===== config.mk =====
export PLATFORM = sky130hd
export DESIGN_NAME = dual_issue_disp
export DESIGN_NICKNAME = d
export VERILOG_FILES = /design/src/rtl/disp_pkg.sv /design/src/rtl/disp_slot.sv /design/src/rtl/disp_tally.sv /design/src/rtl/disp_rr.sv /design/src/rtl/dual_issue_disp.sv
export SDC_FILE = /design/constraint.sdc
export NUM_CORES = 1
export LEC_CHECK = 0
export BUFFER_PORTS_ARGS = -buffer_cell sky130_fd_sc_hd__buf_2
export CORE_MARGIN = 10
export CORE_UTILIZATION = 51
export DETAILED_ROUTE_END_ITERATION = 16
export PLACE_DENSITY = 0.79
export RECOVER_POWER = 25
export SKIP_LAST_GASP = 1
export SYNTH_ARGS = -nofsm -noshare
export SYNTH_HDL_FRONTEND = slang
export SYNTH_SLANG_ARGS = --single-unit

===== constraint.sdc =====
create_clock -name clk -period 2.8 [get_ports clk]
set_input_delay 0 -clock clk [delete_from_list [all_inputs] [get_ports clk]]
set_output_delay 0 -clock clk [all_outputs]
set_load 0.005 [all_outputs]

===== src/rtl/disp_pkg.sv =====
package disp_pkg;
   typedef enum logic [2:0] {
      C_ALU     = 3'd0,
      C_SFU     = 3'd1,
      C_ALU_SFU = 3'd2,
      C_LOAD    = 3'd3,
      C_STORE   = 3'd4,
      C_BARRIER = 3'd5,
      C_RSV6    = 3'd6,
      C_RSV7    = 3'd7
   } op_cls_e;

   typedef enum logic [2:0] {
      U_NONE = 3'd0,
      U_SP   = 3'd1,
      U_SFU  = 3'd2,
      U_MEM  = 3'd3,
      U_DP   = 3'd4
   } unit_e;

   localparam int unsigned SLOTS = 2;

   function automatic logic cls_is_mem(op_cls_e c);
      return (c == C_LOAD) || (c == C_STORE) || (c == C_BARRIER);
   endfunction

   function automatic logic cls_sfu_ok(op_cls_e c);
      return (c == C_SFU) || (c == C_ALU_SFU);
   endfunction
endpackage


===== src/rtl/disp_slot.sv =====
module disp_slot
   import disp_pkg::*;
(
   input  logic    try_i,
   input  op_cls_e cls_i,
   input  unit_e   prev_i,
   input  logic    diff_i,
   input  logic    sp_free_i,
   input  logic    sfu_free_i,
   input  logic    mem_free_i,
   output logic    go_o,
   output unit_e   unit_o
);
   logic blk_sp, blk_sfu, blk_mem;

   always_comb begin
      blk_sp  = diff_i && (prev_i == U_SP);
      blk_sfu = diff_i && (prev_i == U_SFU);
      blk_mem = diff_i && (prev_i == U_MEM);
   end

   always_comb begin
      go_o   = 1'b0;
      unit_o = U_NONE;
      if (try_i) begin
         if (cls_is_mem(cls_i)) begin
            if (mem_free_i && !blk_mem) begin
               go_o   = 1'b1;
               unit_o = U_MEM;
            end
         end else if (sp_free_i && (cls_i != C_SFU) && !blk_sp) begin
            go_o   = 1'b1;
            unit_o = U_SP;
         end else if (cls_sfu_ok(cls_i) && sfu_free_i && !blk_sfu) begin
            go_o   = 1'b1;
            unit_o = U_SFU;
         end
      end
   end

   // a memory-class entry never leaves through SP or SFU
   always_comb begin
      if (go_o && cls_is_mem(cls_i))
         a_r1_mem_route : assert (unit_o == U_MEM);
   end
endmodule


===== src/rtl/disp_tally.sv =====
module disp_tally #(
   parameter int unsigned CNT_W = 16
) (
   input  logic             clk,
   input  logic             rst_n,
   input  logic [1:0]       n_issued,
   output logic [CNT_W-1:0] single_cnt,
   output logic [CNT_W-1:0] dual_cnt
);
   localparam logic [CNT_W-1:0] CNT_MAX = {CNT_W{1'b1}};

   generate
      if (CNT_W < 2) begin : g_bad_w
         $error("disp_tally: CNT_W must be at least 2");
      end
   endgenerate

   always_ff @(posedge clk) begin
      if (!rst_n) begin
         single_cnt <= '0;
         dual_cnt   <= '0;
      end else begin
         if (n_issued == 2'd1 && single_cnt != CNT_MAX)
            single_cnt <= single_cnt + 1'b1;
         if (n_issued == 2'd2 && dual_cnt != CNT_MAX)
            dual_cnt <= dual_cnt + 1'b1;
      end
   end

   a_r8_single_step : assert property (@(posedge clk) disable iff (!rst_n)
      (n_issued == 2'd1 && single_cnt != CNT_MAX) |=> single_cnt == $past(single_cnt) + 1'b1);
   a_r8_dual_step : assert property (@(posedge clk) disable iff (!rst_n)
      (n_issued == 2'd2 && dual_cnt != CNT_MAX) |=> dual_cnt == $past(dual_cnt) + 1'b1);
   a_r8_saturate : assert property (@(posedge clk) disable iff (!rst_n)
      (dual_cnt == CNT_MAX) |=> dual_cnt == CNT_MAX);
   a_r9_idle_holds : assert property (@(posedge clk) disable iff (!rst_n)
      (n_issued == 2'd0) |=> ($stable(single_cnt) && $stable(dual_cnt)));
endmodule


===== src/rtl/disp_rr.sv =====
module disp_rr #(
   parameter int unsigned N_SCHED = 2,
   localparam int unsigned SCH_W = (N_SCHED > 1) ? $clog2(N_SCHED) : 1
) (
   input  logic             clk,
   input  logic             rst_n,
   output logic [SCH_W-1:0] lead
);
   localparam logic [SCH_W-1:0] LAST = SCH_W'(N_SCHED - 1);

   generate
      if (N_SCHED < 1) begin : g_bad_n
         $error("disp_rr: N_SCHED must be at least 1");
      end
      if (N_SCHED == 1) begin : g_single
         assign lead = '0;
      end else begin : g_rotate
         always_ff @(posedge clk) begin
            if (!rst_n)            lead <= '0;
            else if (lead == LAST) lead <= '0;
            else                   lead <= lead + 1'b1;
         end

         a_r10_rotate : assert property (@(posedge clk) disable iff (!rst_n)
            $past(rst_n) |-> lead == (($past(lead) == LAST) ? '0 : $past(lead) + 1'b1));
         a_r10_range : assert property (@(posedge clk) disable iff (!rst_n)
            lead <= LAST);
      end
   endgenerate
endmodule


===== src/rtl/dual_issue_disp.sv =====
module dual_issue_disp
   import disp_pkg::*;
#(
   parameter int unsigned MAX_ISSUE = 2,
   parameter int unsigned CNT_W     = 16,
   parameter int unsigned N_SCHED   = 2,
   localparam int unsigned SCH_W    = (N_SCHED > 1) ? $clog2(N_SCHED) : 1
) (
   input  logic             clk,
   input  logic             rst_n,
   input  logic             sel_vld,
   input  logic             warp_wait,
   input  logic             hd_vld,
   input  logic [2:0]       hd_cls,
   input  logic             hd_rdy,
   input  logic             nx_vld,
   input  logic [2:0]       nx_cls,
   input  logic             nx_rdy,
   input  logic             sp_free,
   input  logic             sfu_free,
   input  logic             mem_free,
   input  logic             cfg_dual,
   input  logic             cfg_diff,
   output logic [1:0]       iss_sp,
   output logic [1:0]       iss_sfu,
   output logic [1:0]       iss_mem,
   output logic [1:0]       iss_cnt,
   output logic             err_idle,
   output logic [CNT_W-1:0] single_cnt,
   output logic [CNT_W-1:0] dual_cnt,
   output logic [SCH_W-1:0] lead_sched
);
   generate
      if (MAX_ISSUE != 1 && MAX_ISSUE != 2) begin : g_bad_max
         $error("dual_issue_disp: MAX_ISSUE must be 1 or 2");
      end
   endgenerate

   logic    [SLOTS-1:0] try_s, go_s;
   op_cls_e             cls_s  [SLOTS];
   unit_e               prev_s [SLOTS];
   unit_e               unit_s [SLOTS];
   logic                head_ok;

   assign head_ok   = sel_vld && !warp_wait && hd_vld && hd_rdy;
   assign try_s[0]  = head_ok;
   assign cls_s[0]  = op_cls_e'(hd_cls);
   assign cls_s[1]  = op_cls_e'(nx_cls);
   assign prev_s[0] = U_NONE;
   assign prev_s[1] = unit_s[0];

   generate
      if (MAX_ISSUE == 2) begin : g_dual
         assign try_s[1] = go_s[0] && cfg_dual && nx_vld && nx_rdy && !warp_wait && sel_vld;
      end else begin : g_single
         assign try_s[1] = 1'b0;
      end

      for (genvar s = 0; s < SLOTS; s++) begin : g_slot
         disp_slot u_slot (
            .try_i      (try_s[s]),
            .cls_i      (cls_s[s]),
            .prev_i     (prev_s[s]),
            .diff_i     (cfg_diff),
            .sp_free_i  (sp_free),
            .sfu_free_i (sfu_free),
            .mem_free_i (mem_free),
            .go_o       (go_s[s]),
            .unit_o     (unit_s[s])
         );
         assign iss_sp[s]  = go_s[s] && (unit_s[s] == U_SP);
         assign iss_sfu[s] = go_s[s] && (unit_s[s] == U_SFU);
         assign iss_mem[s] = go_s[s] && (unit_s[s] == U_MEM);
      end
   endgenerate

   assign iss_cnt  = {1'b0, go_s[0]} + {1'b0, go_s[1]};
   assign err_idle = sel_vld && (iss_cnt == 2'd0);

   disp_tally #(.CNT_W(CNT_W)) u_tally (
      .clk        (clk),
      .rst_n      (rst_n),
      .n_issued   (iss_cnt),
      .single_cnt (single_cnt),
      .dual_cnt   (dual_cnt)
   );

   disp_rr #(.N_SCHED(N_SCHED)) u_rr (
      .clk  (clk),
      .rst_n(rst_n),
      .lead (lead_sched)
   );

   a_r1_mem_needs_free : assert property (@(posedge clk) disable iff (!rst_n)
      (|iss_mem) |-> mem_free);
   a_r2_sp_needs_free : assert property (@(posedge clk) disable iff (!rst_n)
      (|iss_sp) |-> sp_free);
   a_r4_blocked : assert property (@(posedge clk) disable iff (!rst_n)
      (!sel_vld || warp_wait || !hd_vld || !hd_rdy) |-> (iss_cnt == 2'd0));
   a_r5_second_after_first : assert property (@(posedge clk) disable iff (!rst_n)
      (iss_sp[1] || iss_sfu[1] || iss_mem[1]) |-> (cfg_dual && (iss_sp[0] || iss_sfu[0] || iss_mem[0])));
   a_r6_distinct : assert property (@(posedge clk) disable iff (!rst_n)
      cfg_diff |-> (iss_sp != 2'b11 && iss_sfu != 2'b11 && iss_mem != 2'b11));
   a_r7_one_unit_per_slot : assert property (@(posedge clk) disable iff (!rst_n)
      $onehot0({iss_sp[0], iss_sfu[0], iss_mem[0]}) && $onehot0({iss_sp[1], iss_sfu[1], iss_mem[1]}));
   a_r7_count : assert property (@(posedge clk) disable iff (!rst_n)
      iss_cnt == 2'($countones({iss_sp, iss_sfu, iss_mem})));
endmodule


==> impl.org, run 1 <==
** Floorplanning
- Number of rows in the core area :: 22
- Once the floorplan was initialized, standard cells occupied a little over half of the core.
- The floorplan step set the die height to just over 80 um.
- Core footprint :: about 0.0037 mm2
- between 60 and 70 I/O pins were placed.
- Die outline width :: between 80 and 90 um
- The die covers 0.00686 mm2.

** Timing
- Post-route worst setup slack :: 319 ps
- Final period utilization :: 88.6%
- The routed design could run at a clock period as short as ~2500 ps.
- The number of endpoints with negative hold slack in the final report was 0.
- The number of slew-limit violations in the final report came to 0.
- Peak Freq :: a little over 400 MHz
- Setup violations remaining at the end of the flow were counted as 0.
- Setup repair after global routing left no endpoint under its margin.
- Worst slew margin relative to its limit :: 37.2%
- For the final database, setup skew stands at 4.89 ps.
- Total Negative Setup Slacks :: 0 ps
- For the pin with the worst max-slew slack, the measured transition is 942 ps.

** Placement
- Once placement finished, the instance area stood at 0.00235 mm2.
- Buffers on Ports :: 60
- Placer's final routability congestion estimate :: about 0.8
- HPWL Detailed :: 4000 um
- At the placement stage, the worst setup path has a slack of 78.5 ps.

** Power
- Leakage Power :: 1.00 nW
- Tot Pwr :: between 0.8 and 0.9 mW
- Power per unit of standard cell area :: 369 mW/mm2
- Max VDD drop :: 0.163 mV

** Critical path
- Traced cell by cell, the critical path runs through buf_2 > nor2b_1 > a221oi_2 > o2111ai_1 > a221o_1 > ha_1 > and4_1 > nand2_1 > or4_1 > a21oi_1.
- Arrival time at the worst endpoint :: roughly 2700 ps
- Required time reported for the critical path endpoint :: 2990 ps
- In this design, the stage delay of the slowest critical-path cell is 430 ps.
- The slowest stage of the critical path is the or4_1 cell.
- Launching element of the worst setup path :: hd_cls[2]
- In this run the worst path has a maximum fanout of 8.
- The critical path is of the input port to register type.
- The startpoint identified for the worst register-to-register timing path is u_tally.single_cnt[0]$_SDFFE_PN0P_.
- Crit end category :: register
- STA classifies the critical path startpoint as an input port.

** Clock tree
- # clock sinks :: 33
- After clock tree synthesis, the repair step resized 0 gates.
- In this run the deepest clock path goes through 2 buffers.
- TritonCTS built the clock tree.
- Hold repair after CTS inserted 0 buffers.
- Clock latency at the later pin of the worst-skew pair :: 280 ps
- Clock transition at the registers of the reported paths :: 60 ps
- Number of setup buffers added after CTS :: 0
- The number of clock buffers added by TritonCTS is 5.
- Number of H-tree branching levels :: 2
- The tree is rooted in a clkbuf_8.

** Layout
- 0 antenna diodes ended up in the layout.
- For this run, the post-layout net count is 326.
- Most frequent cells in the layout :: buf_2 (45), dfxtp_1 (33), nand2_1 (21)
- In the final layout, the share of cells above drive strength 1 is 20.5%.
- Design Area, Final :: 0.00241 mm2
- Commonest non-fill, non-tap cell in the layout :: buf_2
- Area grow syn2layout :: 19.9%

** Yosys
- Number of enable flip-flop cells after synthesis :: 0
- Ys async rst share :: 0%
- By area the synthesized netlist is led by dfxtp_1 (33%), a21oi_1 (5.0%), nand2_1 (3.9%), mux2i_1 (3.5%), o31ai_1 (3.4%).
- Part of the Yosys area used for sequential elements :: 32.8%
- The synthesized design contains 33 register bits.
- Counting distinct cell types in the post-synthesis netlist gives 53.
- Post-Synthesis Net Count :: 265
- Synthesized netlist cell count :: 242
- For this run, the number of Yosys warnings is 0.
- Proportion of netlist area held by the largest area contributor :: approximately a third
- Each instance of the synthesized netlist takes up on average between 8 and 9 um2.
- The cell area that synthesis handed to floorplanning was 0.00201 mm2.
- Among all flip-flop cells after synthesis, the most frequent one is dfxtp_1.
- Post-synth top area cell :: dfxtp_1

** Min path
- The path class of the tightest hold or removal check is input port to output pin.
- The worst hold path begins at sel_vld.

** GRT
- Entering global routing, the biggest net connects 23 pins.
- Global routing finished with a remaining overflow of 0.
- Met2 demand-to-capacity share in global routing :: 24.2%
- Global-route wire length before repair :: 8740 um
- Global routing used 14.4% of the available tracks across all layers.
- Met1 Usage GRT :: 16.6%
- Global routing consumed, on the met3 layer, 4.79% of the routing resources.
- Busiest metal layer after global routing :: met2
- Initial antenna violation count :: 0
- Vias in the first global route :: 1933

** Route
- The count of nets left with antenna violations once routing finished came out at 0.
- Routed wire length :: 5220 um
- Per-cell routed wire length :: 14.9 um
- After the first detailed-routing iteration, the DRC count stood at 54.
- Count of vias placed by the detailed router :: 2064
- DRC :: 0
- Before antenna repair, the detailed router went through 4 iterations.
- Using the TritonRoute via totals, the vias-per-cell ratio works out to 5.88.

** Job
- Across the run, the number of max-cap violations was 0.

** Run status
- The flow ran to the end, and the final reports show no timing, DRC or antenna violations.
power breakdown:
part | internal (mW) | switching [mW]
clock | 0.195 | 0.158
sequential | 0.471 | 0.00109
combinational | 0.0264 | 0.0389
cells in the mapped netlist, drive strengths merged (4+ instances only):
| cell | number |
|---|---|
| a21oi | 20 |
| and3 | 8 |
| clkbuf | 4 |
| dfxtp | 33 |
| ha | 4 |
| inv | 9 |
| mux2i | 7 |
| nand2 | 21 |
| nand2b | 7 |
| nand3 | 13 |
| nand4 | 10 |
| nor2 | 10 |
| nor2b | 7 |
| nor3 | 9 |
| nor4 | 6 |
| o21ai | 13 |
| o31ai | 9 |
| or3 | 7 |
| or4 | 8 |
final cells by class:
class,instances,area [um2]
clock buffer,7,86.3
fill,361,1330
inverter,9,33.8
multi-input combinational,194,1290
sequential,33,661
tap,48,60.1
timing repair buffer,60,282
cell families (layout without fill, tap and decap cells):
| kind of cell | count (synthesis) | after routing | share of synthesized area, % |
|---|---|---|---|
| AO/OA/AOI/OAI | 64 | 64 | 21.6 |
| XOR/XNOR | 2 | 2 | 0.870 |
| adder cells (fa/ha/maj) | 4 | 4 | 2.49 |
| buffers and inverters | 15 | 76 | 3.04 |
| flip-flops | 33 | 33 | 32.8 |
| multiplexers | 7 | 7 | 3.48 |
| AND/OR/NAND/NOR | 117 | 117 | 35.7 |
registers in the layout, summed over array words and instances, names as in the netlist:
register	cells
u_tally.dual_cnt	16
u_tally.single_cnt	16
u_rr.lead	1
through the flow:
step | std cells | hold WS [ps] | utilization, %
after floorplan | 242 | 110 | -
final | 351 | 300 | 64.5
after global placement | 344 | 303 | 62.7
after CTS | 351 | 155 | 65.0
after global routing | 351 | 332 | 64.5
after detailed placement | 344 | 303 | 62.7
final timing paths:
path | endpoint | slack [ps] | cells after the start
worst min register to register | u_rr.lead$_SDFF_PP0_ | 420 | 1
worst min-delay path | err_idle | 300 | 3
worst max register to register | u_tally.single_cnt[13]$_SDFFE_PN0P_ | 980 | 5
worst max-delay path | u_tally.single_cnt[15]$_SDFFE_PN0P_ | 320 | 10
routing by layer:
metal	wire, um	part of all wire (%)	vias to the layer above
li1	-	-	1056
met1	2350	45	951
met2	2480	48	52
met3	324	6.2	5
met4	59	1.1	0
met5	0	0	-
worst max-delay path: cells and delay by family:
family	cells	cell delay [ps]
compound gates	4	1060
buf+inv	1	130
simple gates	4	1110
fa+ha+maj	1	350
Power figures use the tool's default switching activity.
==> run 2: changes to the inputs <==
--- a/config.mk
+++ b/config.mk
@@ -5,12 +5,13 @@
 export SDC_FILE = /design/constraint.sdc
 export NUM_CORES = 1
 export LEC_CHECK = 0
-export BUFFER_PORTS_ARGS = -buffer_cell sky130_fd_sc_hd__buf_2
 export CORE_MARGIN = 10
-export CORE_UTILIZATION = 51
+export CORE_UTILIZATION = 60
 export DETAILED_ROUTE_END_ITERATION = 16
-export PLACE_DENSITY = 0.79
+export DONT_BUFFER_PORTS = 1
+export PLACE_DENSITY = 0.76
 export RECOVER_POWER = 25
+export SKIP_CTS_REPAIR_TIMING = 1
 export SKIP_LAST_GASP = 1
 export SYNTH_ARGS = -nofsm -noshare
 export SYNTH_HDL_FRONTEND = slang
==> run 2 against run 1 <==
Net effect: non-clock buffer count down 59; die area is 11% lower; largest power group unchanged; routed wire length shrank 0.71%; setup slack improved by 180 ps; maximum frequency is 7.7% higher; critical path type unchanged; highest routed layer unchanged; flip-flop and latch count unchanged; via count is 6.8% lower; design area fell by 12%.
==> impl.org, run 2 (synthesis gave the netlist of run 1 again) <==
** Critical path
- Crit-path cells :: nor2b_1 > a221oi_2 > o2111ai_1 > a221o_1 > ha_1 > and4_1 > nand2_1 > or4_1 > a21oi_1 (was buf_2 > nor2b_1 > a221oi_2 > o2111ai_1 > a221o_1 > ha_1 > and4_1 > nand2_1 > or4_1 > a21oi_1)
- End of the worst register-to-register path :: u_tally.dual_cnt[0]$_SDFFE_PN0P_ (was u_tally.single_cnt[13]$_SDFFE_PN0P_)
- The critical path startpoint category is an input port (unchanged).
- Crit end category :: register (unchanged)
- The worst-path maximum fanout is 8 (unchanged).
- Required time reported for the critical path endpoint :: 3070 ps (was 2990 ps)
- The depth of the most critical reg-to-reg path was 5 (unchanged).
- The launch instance of the worst register-to-register path is u_tally.dual_cnt[1]$_SDFFE_PN0P_ (was u_tally.single_cnt[0]$_SDFFE_PN0P_).
- Highest-delay cell along the critical path :: or4_1 (unchanged)
- Arrival time at the worst endpoint :: 2580 ps (was 2670 ps)
- The longest individual stage delay on the worst path was 440 ps (was 430 ps).
- The category of the critical setup timing path is input port to register (unchanged).
- The setup slack of the worst register-to-register path came to 950 ps (was 980 ps).

** Layout
- The number of diodes is 0 (unchanged).
- Number of fill cells in the layout :: 256 (was 361)
- Core utilization of the finished layout :: 68.3% (was 64.5%)
- Net count of the finished layout :: 267 (was 326)
- The flip-flop and latch area is 661 um2 (unchanged).
- Area taken by multi-input logic gates :: 0.00129 mm2 (unchanged)
- Layout cell share with drive strength beyond 1 :: 7.35% (was 20.5%)
- Largest registers ranked by flip-flop count: u_tally.dual_cnt: 16 flops, u_tally.single_cnt: 16 flops, u_rr.lead: 1 flops (unchanged).
- The area overhead of the layout relative to synthesis was 6.09% (was 19.9%).
- Most frequent cells in the layout :: dfxtp_1 (33), nand2_1 (21), a21oi_1 (20) (was buf_2 (45), dfxtp_1 (33), nand2_1 (21))
- Design Area, Final :: 0.00214 mm2 (was 0.00241 mm2)
- Commonest non-fill, non-tap cell in the layout :: dfxtp_1 (was buf_2)

** Floorplanning
- Total Die Area :: 0.00607 mm2 (was 0.00686 mm2)
- I/O pin count :: 61 (unchanged)
- The core area is 0.00313 mm2 (was 0.00374 mm2).
- The number of core rows is 20 (was 22).
- Y dimension of the die :: 77.9 um (was 82.8 um)
- The die boundary width is 77.9 um (was 82.8 um).
- The starting utilization of the core area came to 64.4% (was 53.8%).

** Clock tree
- Inserted Clock Buffers :: 5 (unchanged)
- CTS tree :: built (unchanged)
- Clock latency at the later pin of the worst-skew pair :: 340 ps (was 280 ps)
- Clock tree buffer depth :: 2 (unchanged)
- The clock-pin slew of the registers on the worst-case setup and hold paths came to 110 ps (was 60 ps).
- The clock tree root buffer cell is clkbuf_4 (was clkbuf_8).
- The depth of the CTS H-tree is 2 (unchanged).
- The total clock sinks is 33 (unchanged).

** Route
- DRC :: 0 (unchanged)
- Drt first-iter violations :: 159 (was 54)
- Pre-Repair DR Iteration Count :: 4 (unchanged)
- Routed wire length :: 5180 um (was 5220 um)
- Per-cell routed wire length :: 17.9 um (was 14.9 um)
- The count of antenna-violating nets left after detailed routing came to 0 (unchanged).
- Vias per inst :: 6.65 (was 5.88)
- The number of vias after detailed routing came to 1923 (was 2064).

** Power
- Power per unit of standard cell area :: 422 mW/mm2 (was 369 mW/mm2)
- The worst supply voltage drop on vdd came to 0.292 mV (was 0.163 mV).
- Leakage Power :: 0.766 nW (was 1.00 nW)

** GRT
- Vias in the first global route :: 1805 (was 1933)
- The total congestion overflow is 0 (unchanged).
- The number of antenna violations at the first check in global routing was 0 (unchanged).
- Pin count of the biggest net entering global routing :: 23 (unchanged)
- Global-route wire length before repair :: 8690 um (was 8740 um)
- GRT Resource Usage Total :: 17.0% (was 14.4%)

** Timing
- Final period utilization :: 82.3% (was 88.6%)
- The minimum clock period after layout was 2300 ps (was 2480 ps).
- Peak Freq :: 434 MHz (was 403 MHz)
- Hold violation total from the final report :: 0 (unchanged)
- Worst slew margin relative to its limit :: 51.2% (was 37.2%)
- Worst-case hold slack :: 122 ps (was 300 ps)
- The worst clock skew came to 11.1 ps (was 4.89 ps).
- Setup repair after global routing missed its margin :: false (unchanged)
- The number of slew-limit violations in the final report is 0 (unchanged).
- Setup-failing EPs final :: 0 (unchanged)
- Actual transition at the worst max-transition pin :: 730 ps (was 942 ps)
- The total negative setup slack was 0 ps (unchanged).

** Placement
- HPWL Detailed :: 3870 um (was 4000 um)
- Area of placed instances :: 0.00204 mm2 (was 0.00235 mm2)
- Placer's final routability congestion estimate :: 0.808 (was 0.794)
- The count of input and output buffers is 0 (was 60).

** Min path
- Hold Path Class :: input port to output pin (unchanged)
- Critical hold path startpoint :: sel_vld (unchanged)
- WHS Endpoint :: err_idle (unchanged)
- Hold Path Stages :: 1 (was 3)

** Job
- Total of max-cap violations :: 0 (unchanged)

** Run status
- Result of the run :: completed (unchanged)
[run 2: how the worst max path moves through the flow]
stage / from / endpoint / slack [ps] / cells past startpoint
final: hd_cls[2] / u_tally.single_cnt[15]$_SDFFE_PN0P_ / 500 / 9
after floorplan: hd_cls[2] / u_tally.single_cnt[11]$_SDFFE_PN0P_ / 500 / 9
after detailed placement: hd_cls[2] / u_tally.single_cnt[15]$_SDFFE_PN0P_ / 180 / 9
after global placement: hd_cls[2] / u_tally.single_cnt[15]$_SDFFE_PN0P_ / 310 / 9
after CTS: warp_wait / u_tally.single_cnt[15]$_SDFFE_PN0P_ / 520 / 9
after global routing: warp_wait / u_tally.single_cnt[11]$_SDFFE_PN0P_ / 290 / 9
[run 2: layer usage]
layer	up-vias	GRT usage [%]	part of all wire, %
li1	944	-	-
met1	884	18.4	41
met2	85	27.9	46
met3	10	8.87	11
met4	0	5.56	1.6
met5	-	0	0
[run 2: layout make-up]
cell class	instances	area share [%]
Clock buffer	7	2.58
Clock inverter	1	1.41
Inverter	9	1.58
Multi-Input combinational cell	194	60.5
Sequential cell	33	30.9
Tap cell	44	2.58
Timing Repair Buffer	1	0.469
[run 2: power by group]
part | internal [mW] | switching [mW] | total (mW)
combinational | 0.0175 | 0.0292 | 0.0467
clock | 0.213 | 0.170 | 0.383
sequential | 0.471 | 0.00151 | 0.472
total | 0.701 | 0.201 | 0.902
[run 2: stage by stage]
| step | cells | setup WS, ps | power, mW |
|---|---|---|---|
| 6_report | 289 | 496 | 0.902 |
| 5_1_grt | 289 | 293 | 0.941 |
| 4_1_cts | 288 | 521 | 0.904 |
| 3_5_place_dp | 280 | 178 | 0.524 |
| 3_3_place_gp | 280 | 311 | 0.522 |
| 2_1_floorplan | 242 | 495 | 0.520 |
[run 2: critical path, delay by kind of cell]
family,cells,cell delay (ps)
simple gates,4,1090
compound gates,4,1070
fa+ha+maj,1,410
